File: src/rtl/pmc_pkg.sv
package pmc_pkg;

  typedef enum logic [1:0] {
    PM_RUN    = 2'd0,
    PM_IDLE   = 2'd1,
    PM_STOP   = 2'd2,
    PM_SETTLE = 2'd3
  } pm_state_e;

  typedef struct packed {
    logic cpu_hold;
    logic periph_clk_en;
    logic core_clk_en;
    logic osc_en;
  } pm_gate_t;

  function automatic pm_gate_t pm_gates(pm_state_e s);
    pm_gate_t g;
    case (s)
      PM_IDLE:   g = '{cpu_hold: 1'b1, periph_clk_en: 1'b1, core_clk_en: 1'b1, osc_en: 1'b1};
      PM_STOP:   g = '{cpu_hold: 1'b1, periph_clk_en: 1'b0, core_clk_en: 1'b0, osc_en: 1'b0};
      PM_SETTLE: g = '{cpu_hold: 1'b1, periph_clk_en: 1'b0, core_clk_en: 1'b0, osc_en: 1'b1};
      default:   g = '{cpu_hold: 1'b0, periph_clk_en: 1'b1, core_clk_en: 1'b1, osc_en: 1'b1};
    endcase
    return g;
  endfunction

endpackage

File: src/rtl/pmc_reg_dec.sv
module pmc_reg_dec #(
  parameter int unsigned ADDR_W   = 8,
  parameter logic [7:0]  PCON_ADR = 8'h87
) (
  input  logic              wr_en,
  input  logic [ADDR_W-1:0] addr,
  input  logic [1:0]        wdata,
  input  logic              cpu_live,
  output logic              go_idle,
  output logic              go_stop,
  output logic [1:0]        new_bits
);

  localparam logic [ADDR_W-1:0] HitAddr = ADDR_W'(PCON_ADR);

  logic hit;

  always_comb begin
    hit      = wr_en & cpu_live & (addr == HitAddr);
    go_stop  = hit & wdata[1];
    go_idle  = hit & wdata[0] & ~wdata[1];
    new_bits = wdata;
  end

endmodule

File: src/rtl/pmc_src_qual.sv
module pmc_src_qual #(
  parameter int unsigned N_CLK_IRQ = 4,
  parameter int unsigned N_NC_IRQ  = 2
) (
  input  logic                 clocks_off,
  input  logic [N_CLK_IRQ-1:0] clk_irq_req,
  input  logic [N_CLK_IRQ-1:0] clk_irq_en,
  input  logic [N_NC_IRQ-1:0]  nc_irq_req,
  input  logic [N_NC_IRQ-1:0]  nc_irq_en,
  input  logic                 pf_req,
  input  logic                 pf_en,
  input  logic                 ref_en,
  input  logic                 ext_rst,
  input  logic                 wdt_rst,
  input  logic                 brownout,
  output logic                 idle_wake,
  output logic                 stop_wake,
  output logic                 qual_rst
);

  logic clk_any;
  logic nc_any;
  logic pf_live;

  always_comb begin
    clk_any   = |(clk_irq_req & clk_irq_en);
    nc_any    = |(nc_irq_req & nc_irq_en);
    pf_live   = pf_req & pf_en;
    idle_wake = clk_any | nc_any | pf_live;
    stop_wake = nc_any | (pf_live & ref_en);
    if (clocks_off) qual_rst = ext_rst | (brownout & ref_en);
    else            qual_rst = ext_rst | wdt_rst | brownout;
  end

endmodule

File: src/rtl/pmc_settle_tmr.sv
module pmc_settle_tmr #(
  parameter int unsigned SETTLE_CYC = 16
) (
  input  logic clk,
  input  logic rst_n,
  input  logic start,
  input  logic active,
  output logic done
);

  localparam int unsigned CntW = (SETTLE_CYC > 1) ? $clog2(SETTLE_CYC) : 1;
  localparam logic [CntW-1:0] LoadVal = CntW'(SETTLE_CYC - 1);

  logic [CntW-1:0] cnt_q;
  logic [CntW-1:0] cnt_d;
  logic            cnt_en;

  always_comb begin
    cnt_en = 1'b0;
    cnt_d  = cnt_q;
    if (start) begin
      cnt_en = 1'b1;
      cnt_d  = LoadVal;
    end else if (active && cnt_q != '0) begin
      cnt_en = 1'b1;
      cnt_d  = cnt_q - 1'b1;
    end
    done = active & (cnt_q == '0);
  end

  always_ff @(posedge clk or negedge rst_n) begin
    if (!rst_n)      cnt_q <= '0;
    else if (cnt_en) cnt_q <= cnt_d;
  end

  // the count never leaves its loaded range
  a_r8_cnt_range: assert property (@(posedge clk) disable iff (!rst_n)
    cnt_q <= LoadVal);

  // a fresh start always loads the full interval
  a_r8_load_full: assert property (@(posedge clk) disable iff (!rst_n)
    start |=> cnt_q == LoadVal);

endmodule

File: src/rtl/pwr_mode_ctrl.sv
module pwr_mode_ctrl
  import pmc_pkg::*;
#(
  parameter int unsigned ADDR_W     = 8,
  parameter logic [7:0]  PCON_ADR   = 8'h87,
  parameter int unsigned N_CLK_IRQ  = 4,
  parameter int unsigned N_NC_IRQ   = 2,
  parameter int unsigned SETTLE_CYC = 16
) (
  input  logic                 clk,
  input  logic                 por_n,
  input  logic                 pcon_wr,
  input  logic [ADDR_W-1:0]    pcon_addr,
  input  logic [1:0]           pcon_wdata,
  input  logic [N_CLK_IRQ-1:0] clk_irq_req,
  input  logic [N_CLK_IRQ-1:0] clk_irq_en,
  input  logic [N_NC_IRQ-1:0]  nc_irq_req,
  input  logic [N_NC_IRQ-1:0]  nc_irq_en,
  input  logic                 pf_req,
  input  logic                 pf_en,
  input  logic                 ref_en,
  input  logic                 ext_rst,
  input  logic                 wdt_rst,
  input  logic                 brownout,
  output logic                 cpu_hold,
  output logic                 periph_clk_en,
  output logic                 core_clk_en,
  output logic                 osc_en,
  output logic                 rst_out,
  output logic [1:0]           pwr_bits
);

  // power-on reset: asserted asynchronously, released through two flops
  logic [1:0] por_sync_q;
  logic       rst_n;

  always_ff @(posedge clk or negedge por_n) begin
    if (!por_n) por_sync_q <= 2'b00;
    else        por_sync_q <= {por_sync_q[0], 1'b1};
  end
  assign rst_n = por_sync_q[1];

  pm_state_e st_q, st_d;
  logic [1:0] bits_q, bits_d;
  logic       rst_q;
  logic       go_idle, go_stop;
  logic [1:0] new_bits;
  logic       idle_wake, stop_wake, qual_rst;
  logic       tmr_start, tmr_done;
  logic       clocks_off;
  pm_gate_t   gates;

  assign clocks_off = (st_q == PM_STOP) || (st_q == PM_SETTLE);

  pmc_reg_dec #(
    .ADDR_W   (ADDR_W),
    .PCON_ADR (PCON_ADR)
  ) u_dec (
    .wr_en    (pcon_wr),
    .addr     (pcon_addr),
    .wdata    (pcon_wdata),
    .cpu_live (st_q == PM_RUN),
    .go_idle  (go_idle),
    .go_stop  (go_stop),
    .new_bits (new_bits)
  );

  pmc_src_qual #(
    .N_CLK_IRQ (N_CLK_IRQ),
    .N_NC_IRQ  (N_NC_IRQ)
  ) u_qual (
    .clocks_off  (clocks_off),
    .clk_irq_req (clk_irq_req),
    .clk_irq_en  (clk_irq_en),
    .nc_irq_req  (nc_irq_req),
    .nc_irq_en   (nc_irq_en),
    .pf_req      (pf_req),
    .pf_en       (pf_en),
    .ref_en      (ref_en),
    .ext_rst     (ext_rst),
    .wdt_rst     (wdt_rst),
    .brownout    (brownout),
    .idle_wake   (idle_wake),
    .stop_wake   (stop_wake),
    .qual_rst    (qual_rst)
  );

  assign tmr_start = (st_q == PM_STOP) && stop_wake && !qual_rst;

  pmc_settle_tmr #(
    .SETTLE_CYC (SETTLE_CYC)
  ) u_tmr (
    .clk    (clk),
    .rst_n  (rst_n),
    .start  (tmr_start),
    .active (st_q == PM_SETTLE),
    .done   (tmr_done)
  );

  // next state: reset beats wake, wake beats write
  always_comb begin
    st_d   = st_q;
    bits_d = bits_q;
    if (qual_rst) begin
      st_d   = PM_RUN;
      bits_d = 2'b00;
    end else begin
      case (st_q)
        PM_RUN: begin
          if (go_stop) begin
            st_d   = PM_STOP;
            bits_d = new_bits;
          end else if (go_idle) begin
            st_d   = PM_IDLE;
            bits_d = new_bits;
          end
        end
        PM_IDLE: begin
          if (idle_wake) begin
            st_d   = PM_RUN;
            bits_d = 2'b00;
          end
        end
        PM_STOP: begin
          if (stop_wake) begin
            st_d   = PM_SETTLE;
            bits_d = 2'b00;
          end
        end
        PM_SETTLE: begin
          if (tmr_done) st_d = PM_RUN;
        end
        default: st_d = PM_RUN;
      endcase
    end
  end

  always_ff @(posedge clk or negedge rst_n) begin
    if (!rst_n) begin
      st_q   <= PM_RUN;
      bits_q <= 2'b00;
      rst_q  <= 1'b1;
    end else begin
      st_q   <= st_d;
      bits_q <= bits_d;
      rst_q  <= qual_rst;
    end
  end

  always_comb begin
    gates         = pm_gates(st_q);
    cpu_hold      = gates.cpu_hold;
    periph_clk_en = gates.periph_clk_en;
    core_clk_en   = gates.core_clk_en;
    osc_en        = gates.osc_en;
    rst_out       = rst_q;
    pwr_bits      = bits_q;
  end

  // a stop write with either idle value gates everything next cycle
  a_r3_stop_wins: assert property (@(posedge clk) disable iff (!rst_n)
    (st_q == PM_RUN && pcon_wr && pcon_addr == ADDR_W'(PCON_ADR) && pcon_wdata[1] && !qual_rst)
      |=> (!core_clk_en && !osc_en && cpu_hold));

  // an enabled idle wake frees the CPU and clears the bits
  a_r4_idle_exit: assert property (@(posedge clk) disable iff (!rst_n)
    (st_q == PM_IDLE && idle_wake && !qual_rst) |=> (!cpu_hold && pwr_bits == 2'b00));

  // a watchdog reset alone does not disturb stop
  a_r6_wdt_in_stop: assert property (@(posedge clk) disable iff (!rst_n)
    (st_q == PM_STOP && wdt_rst && !ext_rst && !(brownout && ref_en) && !stop_wake)
      |=> (!rst_out && !osc_en));

  // a qualified reset clears the bits and raises the reset output
  a_r7_rst_clears: assert property (@(posedge clk) disable iff (!rst_n)
    qual_rst |=> (rst_out && pwr_bits == 2'b00 && !cpu_hold));

  // the CPU stays held while the settle interval runs
  a_r8_settle_hold: assert property (@(posedge clk) disable iff (!rst_n)
    (st_q == PM_SETTLE && !tmr_done && !qual_rst) |=> (cpu_hold && osc_en && !core_clk_en));

  // writes during idle do not change the bits
  a_r9_held_write: assert property (@(posedge clk) disable iff (!rst_n)
    (st_q == PM_IDLE && !idle_wake && !qual_rst) |=> $stable(pwr_bits));

endmodule

File: config.mk
export PLATFORM = sky130hd
export DESIGN_NAME = pwr_mode_ctrl
export DESIGN_NICKNAME = d
export VERILOG_FILES = /design/src/rtl/pmc_pkg.sv /design/src/rtl/pmc_reg_dec.sv /design/src/rtl/pmc_src_qual.sv /design/src/rtl/pmc_settle_tmr.sv /design/src/rtl/pwr_mode_ctrl.sv
export SDC_FILE = /design/constraint.sdc
export NUM_CORES = 1
export LEC_CHECK = 0
export BUFFER_PORTS_ARGS = -buffer_cell sky130_fd_sc_hd__buf_2
export CORE_MARGIN = 4
export CORE_UTILIZATION = 35
export DETAILED_ROUTE_END_ITERATION = 10
export GPL_TIMING_DRIVEN = 1
export PLACE_DENSITY = 0.64
export SYNTH_ARGS = -nofsm -noshare
export SYNTH_HDL_FRONTEND = slang
export SYNTH_SLANG_ARGS = --single-unit
File: constraint.sdc
create_clock -name clk -period 2.6 [get_ports clk]
set_input_delay 0.26 -clock clk [delete_from_list [all_inputs] [get_ports clk]]
set_output_delay 0.26 -clock clk [all_outputs]
set_load 0.01 [all_outputs]
== Yosys cells after proc, flatten, opt, wreduce, memory -nomap -nowiden ==
Cells that the tools add are included.
Storage, ports and cells
  register bits: 11
  bits of input ports: 31
  output and inout port bits: 7
  logic and storage cells: 65
Cells by class
  add/subtract/negate cells: 1
  equality and inequality tests: 8
  muxes and demuxes: 18
  bitwise operators: 18
  reductions and logical operators: 15
Operators with widths (number)
  2-bit 2-to-1 mux: 10
  4-bit case mux with 3 select lines: 1
  1-bit bitwise AND: 9
  3-bit inequality test, second input constant: 3
  8-bit == test, second input constant: 1
  4-bit 2-to-1 mux: 2
  2-bit case mux with 4 select lines: 1
  4-bit AND reduction: 2
  4-bit nonzero test: 2
  1-bit bitwise OR: 6
  2-bit case mux with 3 select lines: 1
  4-bit bitwise AND: 1
  2-bit == test, second input constant: 2
  4-bit logical NOT: 1
  4-bit inequality test, second input constant: 1
  4-bit OR reduction: 1
  4-bit by 1-bit subtractor with 4-bit output, second input constant: 1
  1-bit logical AND: 3
  1-bit 2-to-1 mux: 3
  2-bit bitwise AND: 1
  2-bit by 1-bit == test with 1-bit output, second input constant: 1
  2-bit logical NOT: 1
  2-bit AND reduction: 1
  2-bit nonzero test: 1
  other kinds (4): 4

== Longest topological paths before layout ==
Gate-level depths: netlist (run 1).
  word-level depth: 9
  gate-level depth with buffers: 6
  mapped depth without buffers: 6

== Cells and area by module ==
A second synthesis (run 1) with hierarchy kept.
Second synthesis, totals
  cell total of the unflattened synthesis: 88
  area total of the unflattened synthesis: 824.5 sq um
By module, submodules not included
  pwr_mode_ctrl: times used 1, cells each 48, area an instance 478.0 sq um, sequential area each 176.4 sq um
  pmc_settle_tmr: times used 1, cells each 22, area an instance 222.7 sq um, sequential area each 100.1 sq um
  pmc_reg_dec: times used 1, cells each 9, area an instance 66.3 sq um, sequential area each 0.0 sq um
  pmc_src_qual: times used 1, cells each 9, area an instance 57.6 sq um, sequential area each 0.0 sq um

== Worst setup path before layout (run 1) ==
OpenSTA, ideal clock, no wires.
  path kind: input -> register
  from: in pcon_addr[5]
  to: reg st_q[0]
  setup time: 129 ps
  arrival time: 1469 ps
  required time: 2471 ps
  path slack: 1002 ps
  stages on the path: 4
  path buffers: 0
  path through: or4b_4 > or4_1 > o2111ai_1 > mux2i_1
Between the ends
  cells in the longest elaborated chain, start to end: 6
  elaborated cells between the ends (all ways): 10
  those cells by class: 2 x eq/ne; 3 x mux; 4 x bitwise; 1 x reduce/logical
Ends and longest elaborated chain
  start: declaration: line pwr_mode_ctrl.sv:13  | input logic [ADDR_W-1:0] pcon_addr,
  8-bit == test (*): line pmc_reg_dec.sv:19  | hit = wr_en & cpu_live & (addr == HitAddr);
  1-bit bitwise AND (*): line pmc_reg_dec.sv:19
  1-bit bitwise AND (on tied branches): line pmc_reg_dec.sv:21, pmc_reg_dec.sv:20
  1-bit bitwise AND or 2-bit 2-to-1 mux (tied branches): line pmc_reg_dec.sv:21, pwr_mode_ctrl.sv:110
  4-bit inequality test (no line) or 2-bit case mux with 4 select lines (tied branches)
  4-bit AND reduction (no line) or 2-bit 2-to-1 mux (tied branches)
  end signal: assignment: line pwr_mode_ctrl.sv:144  | st_q <= st_d;
  end: declaration: line pwr_mode_ctrl.sv:43  | pm_state_e st_q, st_d;
Mark *: on every way between the ends. The rest lies on a longest branch, timed or not.
A chain may end at the register's enable or synchronous reset.

== Worst setup path in the final report (run 1) ==
  from: reg st_q[0]
  to: reg u_tmr.cnt_q[1]
Between the ends
  cells in the longest elaborated chain, start to end: 7
  elaborated cells between the ends (all ways): 13
  those cells by class: 2 x eq/ne; 4 x mux; 7 x reduce/logical
Ends and longest elaborated chain
  2-bit == test (on tied branches): line pwr_mode_ctrl.sv:53, pwr_mode_ctrl.sv:88, pwr_mode_ctrl.sv:96
  1-bit logical OR: line pwr_mode_ctrl.sv:53  | assign clocks_off = (st_q == PM_STOP) || (st_q == PM_SETTLE);
  1-bit 2-to-1 mux: line pmc_src_qual.sv:31  | if (clocks_off) qual_rst = ext_rst | (brownout & ref_en);
  1-bit logical NOT: line pwr_mode_ctrl.sv:88  | assign tmr_start = (st_q == PM_STOP) && stop_wake && !qual_rst;
  1-bit logical AND: line pwr_mode_ctrl.sv:88
  2-bit nonzero test (no line) or 1-bit 2-to-1 mux (tied branches)
  2-bit AND reduction (no line)
  end signal: assignment: line pmc_settle_tmr.sv:33  | else if (cnt_en) cnt_q <= cnt_d;
  end: declaration: line pmc_settle_tmr.sv:14  | logic [CntW-1:0] cnt_q;
Several ways; a longest one is shown, not always the timed one.

==> results of run 1 <==
per-stage QoR:
step	worst slack [ns]	hold slack (ns)	power (mW)	utilization	instance area (µm²)
6_report	0.696	0.149	0.335	0.505	1020
3_3_place_gp	0.828	0.0450	0.221	0.487	985
4_1_cts	0.700	0.162	0.344	0.505	1020
3_5_place_dp	0.738	0.0475	0.222	0.487	985
5_1_grt	0.538	0.184	0.357	0.505	1020
2_1_floorplan	1.00	-0.0356	0.193	-	773
cell type report:
| cell class | count | share of cell area |
|---|---|---|
| multi-input combinational | 58 | 0.450 |
| inverter | 8 | 0.0294 |
| clock buffer | 4 | 0.0257 |
| tap | 27 | 0.0331 |
| sequential | 11 | 0.271 |
| timing repair buffer | 38 | 0.191 |
report_power, final:
group / internal [mW] / switching, mW
clock network: 0.0593 / 0.0564
registers: 0.174 / 0.00291
logic: 0.0238 / 0.0194
total: 0.257 / 0.0787
registers in the layout, indices dropped and copies added, names as in the netlist:
register,cells
por_sync_q,2
pwr_bits,2
rst_out,1
st_q,2
u_tmr.cnt_q,4
synth_stat cells, drive strengths merged, types with 2 or more instances:
cell type	instances	area, µm²
nand4	2	12.5
a22oi	2	15.0
xor2	2	17.5
inv	7	26.3
o211ai	2	15.0
o2111ai	3	26.3
nand2	6	22.5
mux2i	4	40.0
nand3	9	45.0
dfrtp	10	250
ha	8	100
metal layers:
metal | part of all wire | routed length [µm] | track usage | vias to the layer above
met1 | 0.46 | 823 | 0.167 | 322
met2 | 0.44 | 788 | 0.226 | 26
li1 | - | - | - | 374
met5 | 0 | 0 | 0 | -
met4 | 0.0051 | 9 | 0.0729 | 0
met3 | 0.090 | 161 | 0.0188 | 2
worst max-delay path by stage:
stage / slack (ns) / startpoint / cells past startpoint / to
after floorplan: 1.00 / pcon_addr[5] / 4 / st_q[0]
after global placement: 0.83 / st_q[0] / 6 / u_tmr.cnt_q[1]
after detailed placement: 0.74 / st_q[0] / 6 / u_tmr.cnt_q[1]
after CTS: 0.70 / st_q[0] / 6 / u_tmr.cnt_q[1]
after global routing: 0.54 / st_q[0] / 6 / u_tmr.cnt_q[1]
final: 0.70 / st_q[0] / 6 / u_tmr.cnt_q[1]
kinds of logic (layout without fill, tap and decap cells):
| kind of cell | count (synthesis) | after routing |
|---|---|---|
| AND/OR/NAND/NOR | 28 | 28 |
| AO/OA/AOI/OAI | 14 | 14 |
| flip-flops | 11 | 11 |
| buffers and inverters | 9 | 50 |
| adder cells (fa/ha/maj) | 8 | 8 |
| multiplexers | 4 | 4 |
| XOR/XNOR | 3 | 3 |
| other | 1 | 1 |
worst max-delay path: stages (launching register included):
cell	delay (ns)
dfrtp_1	0.43
inv_1	0.14
ha_1	0.31
nor2_1	0.09
o22ai_2	0.38
o2111ai_1	0.28
o211ai_1	0.17
what timing repair did:
item                       in CTS  in global routing
hold buffers                    1                  0
setup endpoints to repair       0                  0
hold endpoints to repair        2                  0
==> flow_summary.toml, run 1 <==
[setup_path]
cp.arrival_ns = 2.08
worstSetupEndpointType = "flip-flop"
required_ns = 2.77
r2r_slack_ns = 0.70
criticalPathCategory = "reg2reg"
crit_path_max_fanout = 10
reg2reg_from = "st_q[0]"
ff2ff_path_depth = 6
r2r_end = "u_tmr.cnt_q[1]"
cp-start-kind = "flip-flop"

[cts]
post_cts_resized = 0
post_cts_buffers = 0
clockBufferDepth = 2
cts_made_buffers = 3
cts-root-buf = "clkbuf_4"
cts_tree = "built"
htree_levels = 1
clkLatencyLatePin_ns = 0.27
cts.clk_slew.worst_paths_ns = 0.08
numClockSinks = 11

[power]
leakage_nw = 0.491
max-vdd-ir-drop_v = 0.000284
p_per_area_nw_per_um2 = 328

[synthesis]
ys_ff_latch = 11
synth-simple-area-share = 0.204
syn_area_um2 = 773
avgSynthCellArea_um2 = 9.91
ys_seq_area_frac = 0.358
synth_mux_area_frac = 0.0518
synth_nets = 117
ys_types = 34
async_flop_share = 1.00
yosysWarnings = 0
synth_top_family_by_area = "simple AND/OR/NAND/NOR gates"
synth-edff-count = 0
synth_compound_area_frac = 0.170
synthCells = 78
synth_xor_area_frac = 0.0340
synth-adder-area-share = 0.129
ys.flop_type = "dfrtp_1"

[route]
drc = 0
wl_um = 1780
dr.pass1.iters = 4
via_per_inst = 4.96
wl_per_cell_um = 12.2
drt_iter0_drc = 17
vias = 724
ant_nets = 0

[grt]
grt_pass1_wl_um = 2880
grt_pass1_vias = 710
track_usage = 0.135
grt_overflow_total = 0
antenna_found_initial = 0
grt_max_degree = 11

[sta]
fin_crit_ns = 1.90
setup-violations-final = 0
post-route-period-util = 0.732
hold_viol_final = 0
clock-skew-final_ns = 0.0114
setup_tns_ns = 0
drv_slew = 0
max_freq_mhz = 525
rsz0062_at_grt = "no"

[placed_design]
gp_congestion = 0.781
port_buffers = 37
dpl.cell_count = 141
place_hpwl_um = 1490

[cells_and_area]
diodes = 0
finalNetCount = 159
syn_to_final_growth_pct = 32.0
drive_above_1_share = 0.378
final_common_cell = "buf_2"
multi_input_area_um2 = 459
fin_cells = 146
final_cell_mix = "buf_2 (37), dfrtp_1 (10), nand3_1 (9)"
final-seq-area_um2 = 277
fillCellCount = 208

[die]
die_h_um = 55
fp.coreArea_um2 = 2020
die_area_um2 = 3030
fp.dieW_um = 55
rows = 16
initial_core_util = 0.382
num_io_pins = 38

[outcome]
status = "finished, final reports clean"

[run]
drv_cap = 0

[hold_path]
hold_class = "reg2async"
Note: power is estimated with default switching activity, not from simulation.
==> run 2, diff against run 1 <==
clock period = 1.8 ns   (was 2.6 ns; I/O delays follow)
==> flow_summary.toml, run 2 (synthesis results as in run 1) <==
[setup_path]
cp.arrival_ns = 1.85
r2r_end = "st_q[1]"
r2r_slack_ns = 0.14
reg2reg_from = "u_tmr.cnt_q[0]"
crit_path_max_fanout = 4
worstSetupEndpointType = "flip-flop"
criticalPathCategory = "reg2reg"
worstSetupStartpoint = "u_tmr.cnt_q[0]"
cp-start-kind = "flip-flop"
cp-endpoint = "st_q[1]"
ff2ff_path_depth = 6
required_ns = 1.98

[power]
clkPwrFrac = 0.337
internal-power_uw = 372
leakage_nw = 0.502
p_sw_frac = 0.227
max-vdd-ir-drop_v = 0.000357
comb_power_share = 0.133
p_per_area_nw_per_um2 = 463
p_switching_uw = 109
seqPwrFrac = 0.530

[cts]
htree_levels = 1
cts_tree = "built"
cts-root-buf = "clkbuf_4"
cts_made_buffers = 3
clockBufferDepth = 2
numClockSinks = 11
post_cts_buffers = 0
cts.clk_slew.worst_paths_ns = 0.07
clkLatencyLatePin_ns = 0.26

[run]
drv_cap = 0

[sta]
fin_crit_ns = 1.66
hold_viol_final = 0
rsz0062_at_grt = "no"
post-route-period-util = 0.925
setup_ws_ns = 0.135
clock-skew-final_ns = 0.00665
drv_slew = 0
setup_tns_ns = 0
max_freq_mhz = 601
setup-violations-final = 0

[cells_and_area]
fillCellCount = 179
final_common_cell = "buf_2"
syn_to_final_growth_pct = 34.3
drive_above_1_share = 0.397
top_register = "u_tmr.cnt_q"
multi_input_area_um2 = 462
finalNetCount = 161
largest_reg_flops = 4
final-seq-area_um2 = 277
final_cell_mix = "buf_2 (37), dfrtp_1 (10), nand3_1 (9)"
diodes = 0

[die]
initial_core_util = 0.382
rows = 16
num_io_pins = 38
die_area_um2 = 3030
die_h_um = 55
fp.dieW_um = 55
fp.coreArea_um2 = 2020

[hold_path]
hold_class = "reg2async"

[grt]
grt_max_degree = 11
grt_pass1_wl_um = 2810
antenna_found_initial = 0
grt_pass1_vias = 734
track_usage = 0.128
grt_overflow_total = 0

[route]
ant_nets = 0
wl_per_cell_um = 12.4
drt_iter0_drc = 8
drc = 0
via_per_inst = 5.00
wl_um = 1840
vias = 740
dr.pass1.iters = 4

[placed_design]
place_ws_ns = 0.104
port_buffers = 37
gp_congestion = 0.724
place_hpwl_um = 1540

[outcome]
status = "finished, final reports clean"
## run 2: metrics by stage
step                area [µm²]  hold slack [ns]  utilization  instances  power [mW]
detailed placement        1000          -0.0337        0.494        143       0.322
floorplan                  773           -0.116            -         78       0.279
global placement          1000          -0.0348        0.494        143       0.320
finish                    1040            0.139        0.514        148       0.481
global route              1040            0.173        0.514        148       0.506
CTS                       1040            0.151        0.512        148       0.490
## run 2: worst max-delay path, cell delays in order (launching register included)
cell     delay, ns
dfrtp_1       0.38
inv_1         0.11
ha_1          0.17
or3b_1        0.40
nand2_2       0.13
o211a_1       0.20
mux2i_1       0.20
## run 2: layout make-up
type / count / share of cell area
Inverter: 8 / 0.0289
Timing Repair Buffer: 40 / 0.202
Multi-Input combinational cell: 58 / 0.445
Tap cell: 27 / 0.0325
Sequential cell: 11 / 0.266
Clock buffer: 4 / 0.0253
## run 2: timing repair
item	4_1_cts	5_1_grt
resized for setup	0	1
hold buffers	1	0
endpoints found under the setup margin	0	1
endpoints found under the hold margin	2	0
## run 2: how the worst min path moves through the flow
stage,slack [ns],depth (start not counted),to,startpoint
after floorplan,-0.12,0,por_sync_q[0],por_n
after global placement,-0.03,1,por_sync_q[1],por_n
after detailed placement,-0.03,1,por_sync_q[0],por_n
after CTS,0.15,0,u_tmr.cnt_q[1],por_sync_q[1]
after global routing,0.17,0,u_tmr.cnt_q[1],por_sync_q[1]
final,0.14,0,u_tmr.cnt_q[1],por_sync_q[1]
## run 2: power by group through the flow
stage / Combinational, mW / Clock [mW] / Sequential [mW]
6_report: 0.0638 / 0.162 / 0.255
5_1_grt: 0.0702 / 0.180 / 0.256
4_1_cts: 0.0640 / 0.170 / 0.255
3_5_place_dp: 0.0621 / 0 / 0.260
3_3_place_gp: 0.0607 / 0 / 0.260
2_1_floorplan: 0.0200 / 0 / 0.259
## run 2: layer usage
metal  track usage  part of all wire
met1         0.147              0.44
met2         0.230              0.47
met3        0.0188             0.082
met4        0.0607            0.0076
met5             0                 0
